## src/rtl/lfsr_rng_pkg.sv

```systemverilog
package lfsr_rng_pkg;
  localparam int unsigned RNG_W = 16;
  // taps 16,14,13,11 as register bit indices 0,2,3,5 for a right-shifting register
  localparam logic [RNG_W-1:0] RNG_TAPS = 16'h002D;
  localparam logic [RNG_W-1:0] RNG_SAFE_SEED = 16'hACE1;

  typedef enum logic {
    MODE_BIT  = 1'b0,
    MODE_WORD = 1'b1
  } rng_mode_e;
endpackage

```

## src/rtl/lfsr_rng_core.sv

```systemverilog
module lfsr_rng_core
  import lfsr_rng_pkg::*;
#(
  parameter int unsigned W = RNG_W,
  parameter logic [W-1:0] TAP_MASK = RNG_TAPS,
  parameter logic [W-1:0] SAFE_SEED = RNG_SAFE_SEED
) (
  input  logic         clk,
  input  logic         rst,
  input  logic         load,
  input  logic [W-1:0] seed,
  input  logic         step,
  output logic [W-1:0] state,
  output logic [W-1:0] state_next,
  output logic         out_bit
);
  logic [W-1:0] seed_clean;
  logic         feedback;

  // an all-zero state never leaves zero, so it is swapped out at load
  assign seed_clean = (seed == '0) ? SAFE_SEED : seed;
  assign feedback   = ^(state & TAP_MASK);
  assign state_next = {feedback, state[W-1:1]};

  always_ff @(posedge clk) begin
    if (rst) begin
      state   <= SAFE_SEED;
      out_bit <= 1'b0;
    end else if (load) begin
      state   <= seed_clean;
    end else if (step) begin
      state   <= state_next;
      out_bit <= state[0];
    end
  end

  p_shift_right_r1: assert property (@(posedge clk) disable iff (rst)
    (step && !load) |=> (state[W-2:0] == $past(state[W-1:1])));

  p_never_zero_r1: assert property (@(posedge clk) disable iff (rst)
    state != '0);

  p_zero_seed_r5: assert property (@(posedge clk) disable iff (rst)
    (load && seed == '0) |=> (state == SAFE_SEED));

  p_hold_r7: assert property (@(posedge clk) disable iff (rst)
    (!step && !load) |=> ($stable(state) && $stable(out_bit)));
endmodule

```

## src/rtl/lfsr_rng_pacer.sv

```systemverilog
module lfsr_rng_pacer
  import lfsr_rng_pkg::*;
#(
  parameter int unsigned SHIFTS  = RNG_W,
  parameter int unsigned COUNT_W = $clog2(SHIFTS)
) (
  input  logic clk,
  input  logic rst,
  input  logic enable,
  input  logic load,
  input  logic mode,
  output logic step,
  output logic wrap
);
  localparam logic [COUNT_W-1:0] LAST = COUNT_W'(SHIFTS - 1);

  logic [COUNT_W-1:0] cnt;
  logic               mode_q;
  logic               mode_chg;

  assign mode_chg = (mode != mode_q);
  assign step     = enable && !load && !mode_chg;
  assign wrap     = step && (mode == MODE_WORD) && (cnt == LAST);

  always_ff @(posedge clk) begin
    if (rst) begin
      mode_q <= MODE_BIT;
      cnt    <= '0;
    end else begin
      mode_q <= mode;
      if (load || mode_chg) begin
        cnt <= '0;
      end else if (step) begin
        if (mode == MODE_WORD) cnt <= (cnt == LAST) ? '0 : cnt + 1'b1;
        else                   cnt <= '0;
      end
    end
  end

  p_count_frozen_r7: assert property (@(posedge clk) disable iff (rst)
    (!enable && !load && !mode_chg) |=> $stable(cnt));

  p_mode_restart_r6: assert property (@(posedge clk) disable iff (rst)
    mode_chg |=> (cnt == '0));

  p_load_restart_r5: assert property (@(posedge clk) disable iff (rst)
    load |=> (cnt == '0));

  p_bit_mode_idle_r4: assert property (@(posedge clk) disable iff (rst)
    (mode_q == MODE_BIT) |-> (cnt == '0));
endmodule

```

## src/rtl/lfsr_rng_word_stage.sv

```systemverilog
module lfsr_rng_word_stage
  import lfsr_rng_pkg::*;
#(
  parameter int unsigned W = RNG_W
) (
  input  logic         clk,
  input  logic         rst,
  input  logic         wrap,
  input  logic [W-1:0] fresh,
  output logic [W-1:0] word,
  output logic         valid
);
  always_ff @(posedge clk) begin
    if (rst) begin
      word  <= '0;
      valid <= 1'b0;
    end else begin
      valid <= wrap;
      if (wrap) word <= fresh;
    end
  end

  p_valid_pulse_r3: assert property (@(posedge clk) disable iff (rst)
    valid |=> !valid);

  p_word_hold_r3: assert property (@(posedge clk) disable iff (rst)
    !wrap |=> $stable(word));
endmodule

```

## src/rtl/lfsr_rng_decim.sv

```systemverilog
module lfsr_rng_decim
  import lfsr_rng_pkg::*;
#(
  parameter int unsigned W = RNG_W,
  parameter logic [W-1:0] TAP_MASK = RNG_TAPS,
  parameter logic [W-1:0] SAFE_SEED = RNG_SAFE_SEED
) (
  input  logic         clk,
  input  logic         rst,
  input  logic         seed_load,
  input  logic [W-1:0] seed_value,
  input  logic         advance_en,
  input  logic         out_mode,
  output logic         rand_bit,
  output logic [W-1:0] rand_word,
  output logic         word_valid
);
  localparam int unsigned SHIFTS  = W;
  localparam int unsigned COUNT_W = $clog2(SHIFTS);

  logic         step;
  logic         wrap;
  logic [W-1:0] state;
  logic [W-1:0] state_next;

  lfsr_rng_pacer #(.SHIFTS(SHIFTS), .COUNT_W(COUNT_W)) u_pacer (
    .clk(clk), .rst(rst), .enable(advance_en), .load(seed_load),
    .mode(out_mode), .step(step), .wrap(wrap)
  );

  lfsr_rng_core #(.W(W), .TAP_MASK(TAP_MASK), .SAFE_SEED(SAFE_SEED)) u_core (
    .clk(clk), .rst(rst), .load(seed_load), .seed(seed_value), .step(step),
    .state(state), .state_next(state_next), .out_bit(rand_bit)
  );

  lfsr_rng_word_stage #(.W(W)) u_word (
    .clk(clk), .rst(rst), .wrap(wrap), .fresh(state_next),
    .word(rand_word), .valid(word_valid)
  );

  p_no_word_in_bit_mode_r4: assert property (@(posedge clk) disable iff (rst)
    (out_mode == MODE_BIT) |=> !word_valid);

  p_idle_no_word_r7: assert property (@(posedge clk) disable iff (rst)
    !advance_en |=> !word_valid);

  p_word_is_state_r3: assert property (@(posedge clk) disable iff (rst)
    word_valid |-> (rand_word == state));
endmodule

```

## config.mk

```make
export PLATFORM = sky130hd
export DESIGN_NAME = lfsr_rng_decim
export DESIGN_NICKNAME = d
export VERILOG_FILES = /design/src/rtl/lfsr_rng_pkg.sv /design/src/rtl/lfsr_rng_core.sv /design/src/rtl/lfsr_rng_pacer.sv /design/src/rtl/lfsr_rng_word_stage.sv /design/src/rtl/lfsr_rng_decim.sv
export SDC_FILE = /design/constraint.sdc
export NUM_CORES = 1
export LEC_CHECK = 0
export ABC_AREA = 1
export ABC_CLOCK_PERIOD_IN_PS = 1600
export BUFFER_PORTS_ARGS = -buffer_cell sky130_fd_sc_hd__buf_2
export CORE_MARGIN = 2
export CORE_UTILIZATION = 53
export DETAILED_ROUTE_END_ITERATION = 8
export GPL_TIMING_DRIVEN = 0
export PLACE_DENSITY = 0.9
export SYNTH_ARGS = -nofsm -noshare
export SYNTH_HDL_FRONTEND = slang
export SYNTH_SLANG_ARGS = --single-unit
export TNS_END_PERCENT = 10
```

## constraint.sdc

```tcl
create_clock -name clk -period 1.6 [get_ports clk]
set_input_delay 0.08 -clock clk [delete_from_list [all_inputs] [get_ports clk]]
set_output_delay 0.08 -clock clk [all_outputs]
set_load 0.1 [all_outputs]
```

==> results_dict.tcl <==
set metrics [dict create \
    run_status "finished clean" \
    height_of_the_die_um 61.4 \
    finalCritPeriodShare_pct 86.4 \
    wl_met2_mm 1.91 \
    post-layout-total-power_mw 1.77 \
    ctsRootBufferMaster "sky130_fd_sc_hd__clkbuf_4" \
    i_o_buffers 37 \
    cts_setup_buffers 0 \
    tightest_slew_ps 489 \
    synth.top_cells.by_area "sky130_fd_sc_hd__dfxtp_1 (45%), sky130_fd_sc_hd__nand2_1 (11%), sky130_fd_sc_hd__nor2_1 (9.2%), sky130_fd_sc_hd__o21ai_0 (6.9%), sky130_fd_sc_hd__a21oi_1 (5.2%)" \
    finalNetCount 318 \
    worst_ir_drop_vdd_mv 0.528 \
    crit_start "out_mode" \
    worstHoldStart "seed_value[1]" \
    first_iter_violations 85 \
    fill_cells 296 \
    gates_resized_cts_repair 0 \
    number_of_antenna_violations_at_the_first_check_in_global_routing 0 \
    worst_setup_path_end_kind "flip-flop" \
    path_class "input port to flip-flop" \
    slew_headroom_pct 67.6 \
    p_per_area_nw_per_um2 859 \
    postLayoutCellArea_um2 2060 \
    drt_wl_total_mm 4.19 \
    fin_worst_hold_slack_ps 7.47 \
    cts.hold.buffers_added 2 \
    post_route_cells_drive_above_1_share_pct 20.9 \
    timing.hold.worst.class "input port to flip-flop" \
    synth_nets 272 \
    fin_setup_tns_ps 0 \
    drt-met1-wl_mm 1.91 \
    timing.rr.start "u_pacer.cnt[0]" \
    endpoints_failing_hold 0 \
    grt_pass1_vias 1568 \
    pre_cts_slack_ps 260 \
    pin_count_of_the_biggest_net_entering_global_routing 12 \
    top_level_pins 39 \
    crit_path_max_fanout 10 \
    ys_ff_latch 39 \
    finClkSkew_ps 7.64 \
    die_width_um 61.4 \
    cellLeakagePower_nw 1.04 \
    worstPathRequired_ps 1870 \
    finalSetupViolations 0 \
    clk_latency_ps 350 \
    setup_slack_ps 218 \
    timing.final.max_slew_violations 0 \
    met3WireLength_um 278 \
    yosysWarningCount 0 \
    starting_density_of_the_core_pct 56.3 \
    post_synthesis_cell_type_with_the_largest_combined_area "sky130_fd_sc_hd__dfxtp_1" \
    placeableCoreArea_um2 3100 \
    cp_data_arrival_time_ps 1650 \
    synth-seq-area-share_pct 44.7 \
    avgRoutedWirePerCell_um 12.3 \
    synth_area_um2 1750 \
    rows 20 \
    place_area_um2 1990 \
    top_routing_layer_in_use "met4" \
    dr.pass1.iters 4 \
    cts_buffer_depth 2 \
    route.antenna.remaining_nets 0 \
    wire_length_of_the_first_global_routing_pass_mm 6.87 \
    cts_tree "yes" \
    cp_startpoint_kind "input port" \
    cts_inserted_buffers 5 \
    grt_setup_unrepaired "false" \
    minimum_period_implied_by_the_final_worst_setup_slack_ps 1380 \
    max_freq_mhz 724 \
    drt_drc_violations_left 0 \
    clock_sinks 39 \
    htreeDepth 2 \
    antenna-diode-count 0 \
    drv_cap 0 \
    gr-usage-all-layers_pct 25.1 \
    dpl.hpwl_mm 2.97 \
    clk_pin_slew_ps 110 \
    yosysUniqueCellTypes 24 \
    area_delta_synth_final_pct 18.1 \
    yosysTopAreaCellShare_pct 44.7 \
    place_congestion 0.887 \
    syn-instance-count 250 \
    num_vias 1798 \
    drt-vias-per-instance 5.29 \
    globalRouteOverflowTotal 0 \
    area_of_the_die_um2 3770 \
    postSynthAreaPerCell_um2 6.98 \
]
Yosys cell counts:
cell type                  instances
sky130_fd_sc_hd__a21oi_1          18
sky130_fd_sc_hd__a31oi_1           3
sky130_fd_sc_hd__buf_2             6
sky130_fd_sc_hd__buf_4             1
sky130_fd_sc_hd__buf_6             2
sky130_fd_sc_hd__clkbuf_1          2
sky130_fd_sc_hd__dfxtp_1          39
sky130_fd_sc_hd__ha_1              1
sky130_fd_sc_hd__inv_1            23
sky130_fd_sc_hd__inv_2             3
sky130_fd_sc_hd__nand2_1          49
sky130_fd_sc_hd__nand2_2           1
sky130_fd_sc_hd__nand3_1          14
sky130_fd_sc_hd__nand3_2           1
sky130_fd_sc_hd__nand4_1           4
sky130_fd_sc_hd__nand4_2           1
sky130_fd_sc_hd__nor2_1           43
sky130_fd_sc_hd__nor2_2            2
sky130_fd_sc_hd__nor3_1            3
sky130_fd_sc_hd__nor3b_1           1
sky130_fd_sc_hd__o21ai_0          24
sky130_fd_sc_hd__o21ai_1           6
sky130_fd_sc_hd__or2_2             1
sky130_fd_sc_hd__xnor2_1           2
sequential cells by signal (all words and copies together), names as in the netlist:
register and flops:
u_core.state 16, u_word.word 16, u_pacer.cnt 4, u_core.out_bit 1, u_pacer.mode_q 1, u_word.valid 1
placed cells by master, fill, tap and decap left out, types with 2 or more instances in the layout:
cell type                       synthesis  final
sky130_fd_sc_hd__nand2_1               49     49
sky130_fd_sc_hd__buf_2                  6     43
sky130_fd_sc_hd__nor2_1                43     43
sky130_fd_sc_hd__dfxtp_1               39     39
sky130_fd_sc_hd__o21ai_0               24     24
sky130_fd_sc_hd__inv_1                 23     23
sky130_fd_sc_hd__a21oi_1               18     18
sky130_fd_sc_hd__nand3_1               14     14
sky130_fd_sc_hd__o21ai_1                6      6
sky130_fd_sc_hd__clkbuf_4               0      5
sky130_fd_sc_hd__nand4_1                4      4
sky130_fd_sc_hd__inv_2                  3      3
sky130_fd_sc_hd__a31oi_1                3      3
sky130_fd_sc_hd__nor3_1                 3      3
sky130_fd_sc_hd__nor2_2                 2      2
sky130_fd_sc_hd__clkbuf_1               2      2
sky130_fd_sc_hd__buf_6                  2      2
sky130_fd_sc_hd__xnor2_1                2      2
sky130_fd_sc_hd__dlygate4sd3_1          0      2
final timing paths:
path	to	slack [ps]	depth (start not counted)
setup / recovery	u_core.state[3]	220	8
hold / removal	u_core.state[1]	7	3
setup reg to reg	u_word.word[5]	230	6
hold reg to reg	u_core.out_bit	450	2
logic make-up (layout without fill, tap and decap cells):
family | count (synthesis) | count (layout) | share of synthesized area [%]
AOI/OAI and AO/OA | 51 | 51 | 14.8
xor gates and xnor gates | 2 | 2 | 1.00
adders and majority gates | 1 | 1 | 0.717
buffers and inverters | 37 | 83 | 9.46
DFF | 39 | 39 | 44.7
and+or+nand+nor | 120 | 120 | 29.2
power by group:
part | leakage [nW] | switching (mW) | total [mW] | internal [mW]
sequential | 0.319 | 0.0231 | 1.03 | 1.00
clock | 0.0341 | 0.317 | 0.521 | 0.204
combinational | 0.685 | 0.143 | 0.223 | 0.0799
metrics by stage:
stage / util, % / std cells
final: 66.5 / 340
after global routing: 66.5 / 340
after CTS: 66.5 / 340
after detailed placement: 64.0 / 331
after global placement: 64.0 / 331
after floorplan: - / 250
layout make-up:
| type | instances | area [um2] | share of cell area, % |
|---|---|---|---|
| Timing Repair Buffer | 39 | 205 | 9.95 |
| Inverter | 26 | 97.6 | 4.73 |
| Clock buffer | 6 | 51.3 | 2.49 |
| Tap cell | 44 | 55.1 | 2.67 |
| Clock inverter | 1 | 5.00 | 0.243 |
| Buffer | 11 | 67.6 | 3.28 |
| Multi-Input combinational cell | 174 | 800 | 38.8 |
| Sequential cell | 39 | 781 | 37.9 |
worst max-delay path, cell delays in order:
cell	delay, ps
sky130_fd_sc_hd__dlygate4sd3_1	550
sky130_fd_sc_hd__buf_2	150
sky130_fd_sc_hd__inv_1	70
sky130_fd_sc_hd__nand2_1	120
sky130_fd_sc_hd__nand3_2	130
sky130_fd_sc_hd__buf_2	230
sky130_fd_sc_hd__nand3_1	110
sky130_fd_sc_hd__a31oi_1	200
layer usage:
layer | up-vias | track usage, %
li1 | 895 | -
met1 | 819 | 32.7
met2 | 72 | 39.8
met3 | 12 | 4.83
met4 | 0 | 12.5
met5 | - | 0
Note: power is estimated with default switching activity, not from simulation.
